--- src/rtl/fifo_ecc_errbank.sv ---
module fifo_ecc_errbank #(
  parameter int NFIFO    = 3,
  parameter int CNT_W    = 16,
  parameter int ADDR_W   = 12,
  parameter int DW       = 32,
  parameter int STAT_LSB = 18,
  parameter logic [ADDR_W-1:0] OFS_STAT = 12'h01C,
  parameter logic [ADDR_W-1:0] OFS_ENA  = 12'h020,
  parameter logic [ADDR_W-1:0] OFS_ACK  = 12'h024,
  parameter logic [ADDR_W-1:0] OFS_CFG  = 12'h0C8,
  parameter logic [ADDR_W-1:0] OFS_CNT0 = 12'h0CC
) (
  input  logic              clk,
  input  logic              rst_n,
  input  logic              reg_wr,
  input  logic [ADDR_W-1:0] reg_addr,
  input  logic [DW-1:0]     reg_wdata,
  output logic [DW-1:0]     reg_rdata,
  input  logic [NFIFO-1:0]  sbe_pulse,
  input  logic [NFIFO-1:0]  dbe_pulse,
  output logic              irq
);

  localparam int NEV = 2 * NFIFO;
  localparam int HALF = DW / 2;
  localparam logic [CNT_W-1:0] CMAX = {CNT_W{1'b1}};

  logic [NEV-1:0]   ev, pend, ena, ack;
  logic [NFIFO-1:0] cfg_clr;
  logic [CNT_W-1:0] sbe_cnt [NFIFO];
  logic [CNT_W-1:0] dbe_cnt [NFIFO];

  wire wr_cfg = reg_wr && (reg_addr == OFS_CFG);
  wire wr_ena = reg_wr && (reg_addr == OFS_ENA);
  wire wr_ack = reg_wr && (reg_addr == OFS_ACK);

  assign cfg_clr = wr_cfg ? reg_wdata[NFIFO-1:0] : '0;
  assign ack     = wr_ack ? reg_wdata[STAT_LSB +: NEV] : '0;

  always_ff @(posedge clk) begin
    if (!rst_n) begin
      pend <= '0;
      ena  <= '0;
    end else begin
      pend <= (pend & ~ack) | ev;
      if (wr_ena) ena <= reg_wdata[STAT_LSB +: NEV];
    end
  end

  assign irq = |(pend & ena);

  for (genvar f = 0; f < NFIFO; f++) begin : g_fifo
    assign ev[2*f]   = sbe_pulse[f];
    assign ev[2*f+1] = dbe_pulse[f];

    always_ff @(posedge clk) begin
      if (!rst_n || cfg_clr[f]) begin
        sbe_cnt[f] <= '0;
        dbe_cnt[f] <= '0;
      end else begin
        if (sbe_pulse[f] && sbe_cnt[f] != CMAX) sbe_cnt[f] <= sbe_cnt[f] + 1'b1;
        if (dbe_pulse[f] && dbe_cnt[f] != CMAX) dbe_cnt[f] <= dbe_cnt[f] + 1'b1;
      end
    end

    assert_cnt_step_R2: assert property (@(posedge clk) disable iff (!rst_n)
      (sbe_pulse[f] && !cfg_clr[f] && sbe_cnt[f] != CMAX)
        |=> sbe_cnt[f] == CNT_W'($past(sbe_cnt[f]) + 1'b1));
    assert_dbe_step_R2: assert property (@(posedge clk) disable iff (!rst_n)
      (dbe_pulse[f] && !cfg_clr[f] && dbe_cnt[f] != CMAX)
        |=> dbe_cnt[f] == CNT_W'($past(dbe_cnt[f]) + 1'b1));
    assert_no_wrap_R3: assert property (@(posedge clk) disable iff (!rst_n)
      (sbe_cnt[f] == CMAX && !cfg_clr[f]) |=> sbe_cnt[f] == CMAX);
    assert_clr_wins_R5: assert property (@(posedge clk) disable iff (!rst_n)
      cfg_clr[f] |=> (sbe_cnt[f] == '0 && dbe_cnt[f] == '0));
  end

  for (genvar i = 0; i < NEV; i++) begin : g_ev
    assert_sticky_set_R6: assert property (@(posedge clk) disable iff (!rst_n)
      ev[i] |=> pend[i]);
    assert_irq_raise_R8: assert property (@(posedge clk) disable iff (!rst_n)
      (ev[i] && ena[i] && !wr_ena) |=> irq);
  end

  always_comb begin
    reg_rdata = '0;
    if (reg_addr == OFS_STAT) reg_rdata[STAT_LSB +: NEV] = pend;
    if (reg_addr == OFS_ENA)  reg_rdata[STAT_LSB +: NEV] = ena;
    for (int f = 0; f < NFIFO; f++) begin
      if (reg_addr == OFS_CNT0 + ADDR_W'(4 * f)) begin
        reg_rdata[CNT_W-1:0]     = sbe_cnt[f];
        reg_rdata[HALF +: CNT_W] = dbe_cnt[f];
      end
    end
  end

  assert_cfg_reads_zero_R4: assert property (@(posedge clk) disable iff (!rst_n)
    (reg_addr == OFS_CFG) |-> reg_rdata == '0);

endmodule

--- config.mk ---
export PLATFORM = sky130hd
export DESIGN_NAME = fifo_ecc_errbank
export DESIGN_NICKNAME = d
export VERILOG_FILES = /design/src/rtl/fifo_ecc_errbank.sv
export SDC_FILE = /design/constraint.sdc
export NUM_CORES = 1
export LEC_CHECK = 0
export ABC_AREA = 1
export ABC_CLOCK_PERIOD_IN_PS = 5690
export BUFFER_PORTS_ARGS = -buffer_cell sky130_fd_sc_hd__buf_2
export CAP_MARGIN = 20
export CORE_UTILIZATION = 51
export DETAILED_ROUTE_END_ITERATION = 8
export MAX_ROUTING_LAYER = met4
export PLACE_DENSITY = 0.71
export RECOVER_POWER = 50
export SLEW_MARGIN = 15
export SYNTH_ARGS = -nofsm -noshare
export SYNTH_HDL_FRONTEND = slang
export SYNTH_SLANG_ARGS = --single-unit
--- constraint.sdc ---
create_clock -name clk -period 5.69 [get_ports clk]
set_clock_uncertainty 0.15 [all_clocks]
set_input_delay 0.2845 -clock clk [delete_from_list [all_inputs] [get_ports clk]]
set_output_delay 0.2845 -clock clk [all_outputs]
set_load 0.05 [all_outputs]
## Yosys cells after proc, flatten, opt, wreduce, memory -nomap -nowiden

Memory sizes are Yosys's and may differ from the RTL's.
Index checks and enable logic that the tools add are counted.

| word-level totals | value |
|---|---|
| bits of input ports | 53 |
| bits in writable memories | 96 |
| logic and storage cells | 84 |
| bits in registers | 12 |
| latch bits | 0 |
| memories | 2 |
| bits in read-only memories | 0 |

| cells by class | value |
|---|---|
| shift operators | 0 |
| divide/modulo/power cells | 0 |
| multiplexer cells | 37 |
| reductions and logical operators | 14 |
| bitwise logic cells | 10 |
| add/sub/neg operators | 6 |
| $mul | 0 |
| equality and inequality tests | 13 |
| magnitude comparators | 0 |

Memories:

| name | words | bits a word | rd ports | clocked after Yosys merged registers in | write ports | line | source |
|---|---|---|---|---|---|---|---|
| dbe_cnt | 3 | 16 | 3 | 0 | 3 | 31 | `logic [CNT_W-1:0] dbe_cnt [NFIFO];` |
| sbe_cnt | 3 | 16 | 3 | 0 | 3 | 30 | `logic [CNT_W-1:0] sbe_cnt [NFIFO];` |

Operator list:

| cell | count |
|---|---|
| adder 16 x 1 -> 16 bit, second input constant | 6 |
| two-way mux 16 bit | 6 |
| two-way mux 32 bit | 3 |
| != test 16 bit, second input constant | 6 |
| equality test 12 x 8 -> 1 bit, second input constant | 4 |
| equality test 12 x 6 -> 1 bit, second input constant | 2 |
| two-way mux 1 bit | 24 |
| two-way mux 6 bit | 3 |
| AND 6 bit | 2 |
| equality test 12 x 5 -> 1 bit, second input constant | 1 |
| logical AND 1 bit | 9 |
| inverter 6 bit | 1 |
| OR 1 bit | 6 |
| OR 6 bit | 1 |
| OR reduction 6 bit | 1 |
| logical OR 1 bit | 3 |
| two-way mux 3 bit | 1 |
| zero test 1 bit | 1 |

## Depth between registers and ports, before layout

Gate-level depths: netlist (run 1).

| logic depth | value |
|---|---|
| depth after elaboration | 7 |
| gate-level depth with buffers | 10 |
| depth with buffers taken out | 10 |

## Worst setup path before layout (run 1)

OpenSTA, ideal clock, no wires.

| timing path | value |
|---|---|
| kind | register -> register |
| start point | memory dbe_cnt[0][0] |
| end point | memory dbe_cnt[0][0] (enable) |
| cell stages (with the launch flop) | 7 |
| data arrival time | 2.154 ns |
| buffers on the path | 0 |
| library setup time | 0.411 ns |
| slack | 2.975 ns |
| period minus slack after synthesis | 2.715 ns |
| required time | 5.129 ns |
| cell sequence | edfxtp_1 ha_1 nand3_1 nor2_2 nand3_1 nor2_1 o21ai_0 |

RTL lines:

| what | line |
|---|---|
| start, declared | 31 |

## Worst setup path in the final report (run 1)

| timing path | value |
|---|---|
| start point | input reg_addr[1] |
| end point | output reg_rdata[21] |

| between the ends | value |
|---|---|
| word-level cells in the longest chain between the ends | 6 |
| elaborated cells between the ends (all ways) | 10 |

Ends and longest elaborated chain:

| what | line | source |
|---|---|---|
| start, declared | 16 | `input logic [ADDR_W-1:0] reg_addr,` |
| equality test 12 x 5 -> 1 bit | 87 | `if (reg_addr == OFS_STAT) reg_rdata[STAT_LSB +: NEV] = pend;` |
| two-way mux 6 bit | 87 |  |
| two-way mux 6 bit | 88 | `if (reg_addr == OFS_ENA) reg_rdata[STAT_LSB +: NEV] = ena;` |
| two-way mux 32 bit (2 in series) | 90 | `if (reg_addr == OFS_CNT0 + ADDR_W'(4 * f)) begin` |
| two-way mux 32 bit * | 90 |  |
| end, declared | 18 | `output logic [DW-1:0] reg_rdata,` |

Mark *: on every way between the ends. The rest lies on a longest branch, timed or not.

==> flow_metrics.tcl, run 1 <==
set metrics [dict create \
    synth.top_cell.area_share 0.4118 \
    syn2layout_area_growth_pct 8.722 \
    synth_fp_nets 940 \
    synth_fa_ha_area_frac 0.01072 \
    via_count 5813 \
    post-route-period-util 0.5739 \
    synthDistinctLibCells 37 \
    cp.required_ns 5.26 \
    cts.path.max_buffers 2 \
    outcome "finished clean" \
    start_util 0.5265 \
    clock_latency_ns 0.36 \
    clockRootBuffer "clkbuf_16" \
    rsz0062_at_grt "no" \
    synthCells 881 \
    holdWs_ns 0.04337 \
    fill_cells 1255 \
    end_kind "primary output" \
    synthMuxAreaShare 0 \
    antenna_left 0 \
    setup_violations 0 \
    ys_seq_elements 108 \
    worstSetupPathType "input port to primary output" \
    wl_per_cell_um 14.26 \
    drtIter0Drc 533 \
    synth_seq_area_share 0.4461 \
    route.detailed.drc 0 \
    tns_ns 0 \
    synth_xor_area_frac 0.09634 \
    row_count 42 \
    max_cap_violations 0 \
    port_buffers 62 \
    diodes 0 \
    die_h_um 119.2 \
    cts_buffers 9 \
    antenna_found_initial 0 \
    coreArea_um2 13300 \
    p_leak_uw 0.003125 \
    synth-edff-count 96 \
    grt_pass1_wl_um 26380 \
    syn_area_per_cell_um2 7.946 \
    routed_wl_um 15970 \
    via_per_inst 5.190 \
    cts-resized-gates 0 \
    cts_hold_buf 0 \
    firstDrtPassIters 5 \
    p_per_area_nw_per_um2 226.9 \
    ys_async_sr_fraction 0 \
    hpwl_um 11820 \
    cts_tree "done" \
    min_path_type "input port to flip-flop" \
    timing.final.crit_period_ns 3.265 \
    htree_num_levels 3 \
    cp-start-kind "input port" \
    finalWeightedCongestion 0.8898 \
    die_w_um 119.2 \
    slowest_delay_ns 0.86 \
    clk_pin_slew_ns 0.07 \
    fmax_mhz 306.3 \
    synth_compound_area_frac 0.07650 \
    worst_slew_pin_slew_ns 1.024 \
    ys_warn_count 0 \
    synth_area_um2 7000 \
    io-pin-count 86 \
    post-route-util 0.5725 \
    layout-drive-gt1-share 0.1038 \
    grt_max_degree 48 \
    cp_max_fo 47 \
    synth_simple_gate_area_frac 0.2731 \
    yosys.area.top_type "edfxtp_1" \
    yosys_most_used_dff "edfxtp_1" \
    grt_overflow 0 \
    cpMostUsedCell "buf_2" \
    grt.total_usage 0.2446 \
    hold_viol_final 0 \
    ir_drop_mv 0.1688 \
    final_nets 998 \
    dieArea_um2 14200 \
    max_slew_margin 0.3166 \
    synth_top_family_by_area "simple AND/OR/NAND/NOR gates" \
    post_cts_buffers 0 \
    grt_pass1_vias 5393 \
    maxSlewViolCount 0 \
    worstPathCellList "buf_2 > nor2_4 > inv_1 > nor3_1 > nand3_2 > clkinv_2 > nand2_1 > nand3_1 > buf_2" \
    clkSinkCount 108 \
    cp.buffers_inverters 4 \
    path_delay_family "simple AND/OR/NAND/NOR gates" \
    synthTopCellsByArea "edfxtp_1, nor2_1, xor2_1" \
    crit_slowest_cell "nand3_2" \
    critical_path_arrival_ns 2.83 \
]
==> cell type report <==
class,instances,area (µm²),share of cell area
clock buffer,11,232.7,0.03058
clock inverter,5,52.55,0.006904
inverter,138,519.2,0.06822
multi-input combinational,615,3128,0.4110
sequential,108,3123,0.4103
tap,176,220.2,0.02893
timing repair buffer,67,335.3,0.04406
==> registers in the layout, indices dropped and copies added (netlist names) <==
signal,count
dbe_cnt,48
ena,6
pend,6
sbe_cnt,48
==> power by group <==
part	switching [µW]	total (µW)	leakage, µW	internal [µW]
sequential	48.7	965	0.00116	916
clock	281	620	0.000131	339
combinational	92.2	142	0.00183	49.5
==> through the flow <==
step / cell area, µm² / std cells / setup slack [ns] / power, µW
2_1_floorplan: 7000 / 881 / 2.975 / 1077
3_3_place_gp: 7412 / 1104 / 2.463 / 1124
3_5_place_dp: 7412 / 1104 / 2.441 / 1127
4_1_cts: 7697 / 1120 / 2.416 / 1741
5_1_grt: 7611 / 1120 / 2.163 / 1798
6_report: 7611 / 1120 / 2.425 / 1727
==> worst min-delay path: stages <==
cell,delay [ns]
buf_2,0.11
nand2_1,0.06
a21oi_1,0.06
==> per-layer routing <==
| metal | global-route usage | vias up | wire [µm] |
|---|---|---|---|
| met3 | 0.04358 | 19 | 953 |
| met5 | - | - | 0 |
| met4 | 0.06883 | 0 | 246 |
| met2 | 0.3623 | 161 | 7064 |
| li1 | - | 2960 | - |
| met1 | 0.3438 | 2673 | 7707 |
==> cell usage after synthesis (all sizes together) (6+ instances only) <==
library cell / number
nand4: 16
edfxtp: 96
o21ai: 59
xor2: 62
nand2: 128
nand3b: 7
nand3: 49
buf: 19
xnor2: 15
inv: 136
a21oi: 34
ha: 6
dfxtp: 12
nor3: 30
nor2: 197
==> cells in the final DEF (no fill, tap or decap), types with 2 or more instances in the layout <==
cell type | synthesis | layout
edfxtp_1 | 96 | 96
inv_1 | 128 | 130
nand3_2 | 3 | 3
nor2_1 | 182 | 189
a21oi_1 | 32 | 32
clkinv_1 | 1 | 4
nand3b_1 | 7 | 7
clkbuf_16 | 0 | 9
nand3_1 | 45 | 45
o21ai_0 | 20 | 21
o21ai_1 | 38 | 38
nand2_1 | 120 | 127
nor3_1 | 29 | 30
a21oi_2 | 2 | 2
nor2_2 | 12 | 6
dfxtp_1 | 12 | 12
xnor2_1 | 15 | 15
ha_1 | 6 | 6
inv_2 | 8 | 5
a31oi_1 | 5 | 5
clkinvlp_4 | 0 | 2
buf_2 | 6 | 61
clkbuf_1 | 1 | 6
nor2_4 | 2 | 2
buf_4 | 5 | 2
nand4_1 | 16 | 16
o22ai_1 | 3 | 3
or2_2 | 2 | 2
xor2_1 | 62 | 62
==> logic make-up (layout without fill, tap and decap cells) <==
kind of cell,count (synthesis),count (layout)
adder cells (fa/ha/maj),6,6
flip-flops,108,108
AND/OR/NAND/NOR,430,430
AO/OA/AOI/OAI,102,102
buffers and inverters,158,221
XOR/XNOR,77,77
==> worst paths after layout <==
kind            startpoint       endpoint  depth (start not counted)  slack (ns)
min reg2reg        pend[1]        pend[1]                          2        0.33
max            reg_addr[1]  reg_rdata[21]                          9        2.42
min          reg_wdata[20]         ena[2]                          3        0.04
max reg2reg  dbe_cnt[0][0]  dbe_cnt[0][4]                          7        3.20
Note: power is estimated with default switching activity, not from simulation.
==> run 2: changes to the inputs <==
--- a/config.mk
+++ b/config.mk
@@ -6,7 +6,7 @@
 export NUM_CORES = 1
 export LEC_CHECK = 0
 export ABC_AREA = 1
-export ABC_CLOCK_PERIOD_IN_PS = 5690
+export ABC_CLOCK_PERIOD_IN_PS = 3200
 export BUFFER_PORTS_ARGS = -buffer_cell sky130_fd_sc_hd__buf_2
 export CAP_MARGIN = 20
 export CORE_UTILIZATION = 51
==> constraint.sdc (replaced) <==
create_clock -name clk -period 3.2 [get_ports clk]
set_clock_uncertainty 0.15 [all_clocks]
set_input_delay 0.16 -clock clk [delete_from_list [all_inputs] [get_ports clk]]
set_output_delay 0.16 -clock clk [all_outputs]
set_load 0.05 [all_outputs]
==> run 2 against run 1 <==
Core utilization rose by 1.4 points. Hold slack got worse by 0.042 ns. Power rose by 84%. Die area did not move. Register-to-register slack got worse by 2.5 ns. Non-clock buffer count rose by 16. Flip-flop and latch count did not move. Wire length rose by 2.6%. Critical path depth fell by 2. Via count rose by 1.0%. Clock power rose by 90%. Critical endpoint is now dbe_cnt[0][12]. Largest power group unchanged.
==> flow_metrics.tcl, run 2 (synthesis results as in run 1) <==
set metrics [dict create \
    outcome "finished clean" \
    drtIter0Drc 503 \
    htree_num_levels 3 \
    end_kind "flip-flop" \
    via_count 5873 \
    ff2ff_setup_slack_ns 0.68 \
    top_regs "dbe_cnt (48), sbe_cnt (48)" \
    slowest_delay_ns 0.73 \
    worst_hold_startpoint "dbe_pulse[1]" \
    wl_per_cell_um 14.43 \
    cp.buffers_inverters 1 \
    sw_frac_of_total 0.2408 \
    hpwl_um 11970 \
    fmax_mhz 396.9 \
    worst_slew_pin_slew_ns 0.9526 \
    worst-r2r-cell-count 7 \
    worstPathCellList "ha_1 > nand3_1 > nor2_1 > nand3_1 > nor2_1 > o21ai_0 > clkbuf_1" \
    finalWeightedCongestion 0.9072 \
    grt.total_usage 0.2472 \
    grt_max_degree 29 \
    die_h_um 119.2 \
    syn2layout_area_growth_pct 11.40 \
    maxSlewViolCount 0 \
    firstDrtPassIters 5 \
    cp.required_ns 3.03 \
    post-route-period-util 0.7874 \
    dieArea_um2 14200 \
    cts_tree "done" \
    p_leak_uw 0.003236 \
    cp-start-kind "flip-flop" \
    p_total_uw 3169 \
    dp.cells 1110 \
    p_sw_uw 763.3 \
    crit_slowest_cell "clkbuf_1" \
    layout_commonest_cell "nor2_1" \
    p_comb_frac 0.085 \
    power.internal_uw 2406 \
    max_cap_violations 0 \
    path_delay_family "buffers and inverters" \
    via_per_inst 5.174 \
    worstSetupPathType "flip-flop to flip-flop" \
    antenna_left 0 \
    clkSinkCount 108 \
    clock_latency_ns 0.35 \
    rr_startpoint "dbe_cnt[0][0]" \
    cts_buffers 9 \
    clk_pin_slew_ns 0.07 \
    holdPathEnd "pend[3]" \
    setup_violations 0 \
    antenna_found_initial 0 \
    cts.path.max_buffers 2 \
    grt_pass1_vias 5462 \
    coreArea_um2 13300 \
    max_slew_margin 0.3649 \
    io-pin-count 86 \
    ir_drop_mv 0.2333 \
    start_util 0.5265 \
    critical_path_arrival_ns 2.35 \
    layout-drive-gt1-share 0.1147 \
    row_count 42 \
    grt_pass1_wl_um 26670 \
    rsz0062_at_grt "no" \
    clockRootBuffer "clkbuf_16" \
    min_path_cells 3 \
    grt_overflow 0 \
    layout_common_cells "nor2_1, inv_1, nand2_1" \
    diodes 0 \
    timing.final.crit_period_ns 2.520 \
    cts-resized-gates 0 \
    pwr-share-seq 0.542 \
    fin_cells 1135 \
    tns_ns 0 \
    cp_max_fo 16 \
    routed_wl_um 16380 \
    die_w_um 119.2 \
    hold_viol_final 0 \
    p_per_area_nw_per_um2 406.4 \
    route.detailed.drc 0 \
    p_clk_frac 0.373 \
    r2r_end "dbe_cnt[0][12]" \
    min_path_type "input port to flip-flop" \
    final_nets 1014 \
    port_buffers 62 \
]
run 2: how the worst max path moves through the flow:
stage	from	end	cells after the start
2_1_floorplan	dbe_cnt[0][0]	dbe_cnt[0][0]	6
3_3_place_gp	reg_addr[1]	reg_rdata[8]	10
3_5_place_dp	reg_addr[1]	reg_rdata[8]	10
4_1_cts	reg_addr[1]	reg_rdata[8]	10
5_1_grt	sbe_cnt[0][0]	sbe_cnt[0][13]	7
6_report	dbe_cnt[0][0]	dbe_cnt[0][12]	7
run 2: power groups by stage:
stage	clock [µW]	sequential (µW)	combinational (µW)
2_1_floorplan	0	1720	193
3_3_place_gp	0	1740	258
3_5_place_dp	0	1750	262
4_1_cts	1200	1720	275
5_1_grt	1240	1730	306
6_report	1180	1720	268
run 2: through the flow:
| stage | util | instance area [µm²] | setup WS [ns] | hold slack (ns) |
|---|---|---|---|---|
| finish | 0.5866 | 7799 | 0.6803 | 0.001050 |
| global route | 0.5866 | 7799 | 0.4265 | 0.001967 |
| CTS | 0.5915 | 7864 | 0.8944 | 0.001930 |
| detailed placement | 0.5609 | 7457 | 0.9200 | 0.2919 |
| global placement | 0.5609 | 7457 | 0.9156 | 0.2831 |
| floorplan | - | 7000 | 0.4845 | 0.1484 |
run 2: layout make-up:
| class | count | area, µm² |
|---|---|---|
| inverter | 138 | 519.2 |
| timing repair buffer | 83 | 469.2 |
| tap | 176 | 220.2 |
| fill | 1241 | 5497 |
| sequential | 108 | 3123 |
| multi-input combinational | 615 | 3161 |
| clock inverter | 5 | 77.57 |
| clock buffer | 10 | 229.0 |
run 2: per-layer routing:
metal	up-vias	GRT usage	share of wire
li1	2989	-	-
met1	2712	0.3560	0.49
met2	155	0.3623	0.44
met3	17	0.03017	0.051
met4	0	0.07911	0.014
met5	-	-	0
run 2: worst reg2reg max path, cell delays in order, from the launching register on:
cell      delay (ns)
edfxtp_1        0.45
ha_1            0.27
nand3_1         0.14
nor2_1          0.10
nand3_1         0.11
nor2_1          0.07
o21ai_0         0.13
clkbuf_1        0.73
run 2: what timing repair did:
action	CTS	global route
endpoints found under the setup margin	0	0
hold endpoints to repair	9	0
hold buffers	10	0
buffers inserted	0	0
==> run 3: changes to the inputs <==
--- a/config.mk
+++ b/config.mk
@@ -6,7 +6,7 @@
 export NUM_CORES = 1
 export LEC_CHECK = 0
 export ABC_AREA = 1
-export ABC_CLOCK_PERIOD_IN_PS = 3200
+export ABC_CLOCK_PERIOD_IN_PS = 2400
 export BUFFER_PORTS_ARGS = -buffer_cell sky130_fd_sc_hd__buf_2
 export CAP_MARGIN = 20
 export CORE_UTILIZATION = 51
==> constraint.sdc (replaced) <==
create_clock -name clk -period 2.4 [get_ports clk]
set_clock_uncertainty 0.15 [all_clocks]
set_input_delay 0.12 -clock clk [delete_from_list [all_inputs] [get_ports clk]]
set_output_delay 0.12 -clock clk [all_outputs]
set_load 0.05 [all_outputs]
==> run 3 against run 2 <==
Clock power grew 20%. Hold slack better by 0.034 ns. Non-clock buffer count grew 7. First-iteration DRC count up 27%. Power increased by 29%. Sequential share of layout area decreased by 0.40 points. Clock-buffer cell count did not move. Register-to-register slack lost 0.49 ns. Die area unchanged. Final cell count is 0.70% higher. Setup slack got worse by 0.49 ns. Flip-flop and latch count is the same. Highest routed layer unchanged.
==> flow_metrics.tcl, run 3 (synthesis results as in run 1) <==
set metrics [dict create \
    placed_area_um2 7477 \
    worst_slew_pin_slew_ns 0.6121 \
    p_per_area_nw_per_um2 517.7 \
    coreArea_um2 13300 \
    design_area_um2 7878 \
    fmax_mhz 451.9 \
    final_nets 1021 \
    cp-start-kind "flip-flop" \
    wl_per_cell_um 14.08 \
    hold_viol_final 0 \
    fill_cells 1237 \
    ir_drop_mv 0.3229 \
    grt_overflow 0 \
    antenna_found_initial 0 \
    fin_ws_ns 0.1870 \
    fin_cells 1143 \
    post-route-period-util 0.9221 \
    cts.path.max_buffers 2 \
    syn2layout_area_growth_pct 12.53 \
    grt.total_usage 0.2457 \
    post-place-ws_ns 0.2698 \
    grt-busiest-layer "met1" \
    diodes 0 \
    grt_max_degree 48 \
    ff2ff_setup_slack_ns 0.19 \
    gr-usage-met1 0.3562 \
    top_regs "dbe_cnt (48), sbe_cnt (48)" \
    via_count 5900 \
    drtIter0Drc 640 \
    grt_util_met3 0.03065 \
    dp.cells 1111 \
    dieArea_um2 14200 \
    clock_latency_ns 0.36 \
    post-route-util 0.5925 \
    worstSetupPathType "flip-flop to flip-flop" \
    worst-r2r-cell-count 7 \
    firstDrtPassIters 5 \
    grtUsageMet2 0.3525 \
    post_cts_buffers 0 \
    via_per_inst 5.162 \
    worst_hold_startpoint "reg_wr" \
    grt_pass1_wl_um 26380 \
    clockRootBuffer "clkbuf_16" \
    hpwl_um 11950 \
    p_leak_uw 0.003285 \
    cts_buffers 9 \
    end_kind "flip-flop" \
    die_w_um 119.2 \
    cts_tree "done" \
    tns_ns 0 \
    htree_num_levels 3 \
    start_util 0.5265 \
    holdPathEnd "ena[0]" \
    cp_max_fo 16 \
    port_buffers 62 \
    finalWeightedCongestion 0.9178 \
    setup_violations 0 \
    layout-drive-gt1-share 0.1231 \
    layout_commonest_cell "nor2_1" \
    rr_startpoint "sbe_cnt[1][0]" \
    cts-resized-gates 0 \
    clk_pin_slew_ns 0.08 \
    row_count 42 \
    die_h_um 119.2 \
    r2r_end "sbe_cnt[1][14]" \
    min_path_type "input port to flip-flop" \
    grt_pass1_vias 5355 \
    routed_wl_um 16090 \
    maxSlewViolCount 0 \
    critical_path_arrival_ns 2.09 \
    clkSinkCount 108 \
    cts_hold_buf 16 \
    outcome "finished clean" \
    cp.required_ns 2.28 \
    max_cap_violations 0 \
    io-pin-count 86 \
    max_slew_margin 0.5910 \
    rsz0062_at_grt "no" \
    route.detailed.drc 0 \
    antenna_left 0 \
    min_path_cells 5 \
    timing.final.crit_period_ns 2.213 \
    layout_common_cells "nor2_1, inv_1, nand2_1" \
]
run 3: area by class of cell:
| type | instances | area [µm²] | share of cell area |
|---|---|---|---|
| Multi-Input combinational cell | 615 | 3177 | 0.4033 |
| Tap cell | 176 | 220.2 | 0.02795 |
| Clock inverter | 6 | 47.55 | 0.006036 |
| Timing Repair Buffer | 90 | 561.8 | 0.07132 |
| Inverter | 138 | 519.2 | 0.06591 |
| Clock buffer | 10 | 229.0 | 0.02907 |
| Sequential cell | 108 | 3123 | 0.3964 |
run 3: metrics by stage:
stage,hold slack [ns],total power [µW]
after floorplan,0.1084,2553
after global placement,0.2425,2666
after detailed placement,0.2468,2677
after CTS,0.008679,4104
after global routing,0.1085,4235
final,0.03537,4079
run 3: where the power goes:
part | leakage [µW] | internal (µW) | switching [µW]
Sequential | 0.00116 | 2170 | 116
Clock | 0.000135 | 715 | 708
Combinational | 0.00199 | 139 | 229
run 3: worst max-delay path by stage:
| stage | slack, ns | to | from | depth (start not counted) |
|---|---|---|---|---|
| after floorplan | 0.12 | dbe_cnt[0][0] | dbe_cnt[0][0] | 6 |
| after global placement | 0.33 | reg_rdata[18] | reg_addr[1] | 10 |
| after detailed placement | 0.27 | sbe_cnt[0][13] | sbe_cnt[0][0] | 8 |
| after CTS | 0.27 | sbe_cnt[0][15] | sbe_cnt[0][0] | 8 |
| after global routing | 0.05 | sbe_cnt[1][8] | sbe_cnt[1][0] | 7 |
| final | 0.19 | sbe_cnt[1][14] | sbe_cnt[1][0] | 7 |
run 3: metal layers:
layer / wire [µm] / vias to the layer above
met3: 787 / 17
li1: - / 3006
met2: 7031 / 163
met1: 8038 / 2714
met4: 233 / 0
met5: 0 / -
run 3: worst max-delay path, stage by stage, from the launching register on:
cell      delay [ns]
edfxtp_1        0.42
ha_1            0.20
nand3_1         0.13
nor2_1          0.25
nand3_1         0.16
nor2_1          0.17
o21ai_0         0.09
clkbuf_2        0.31
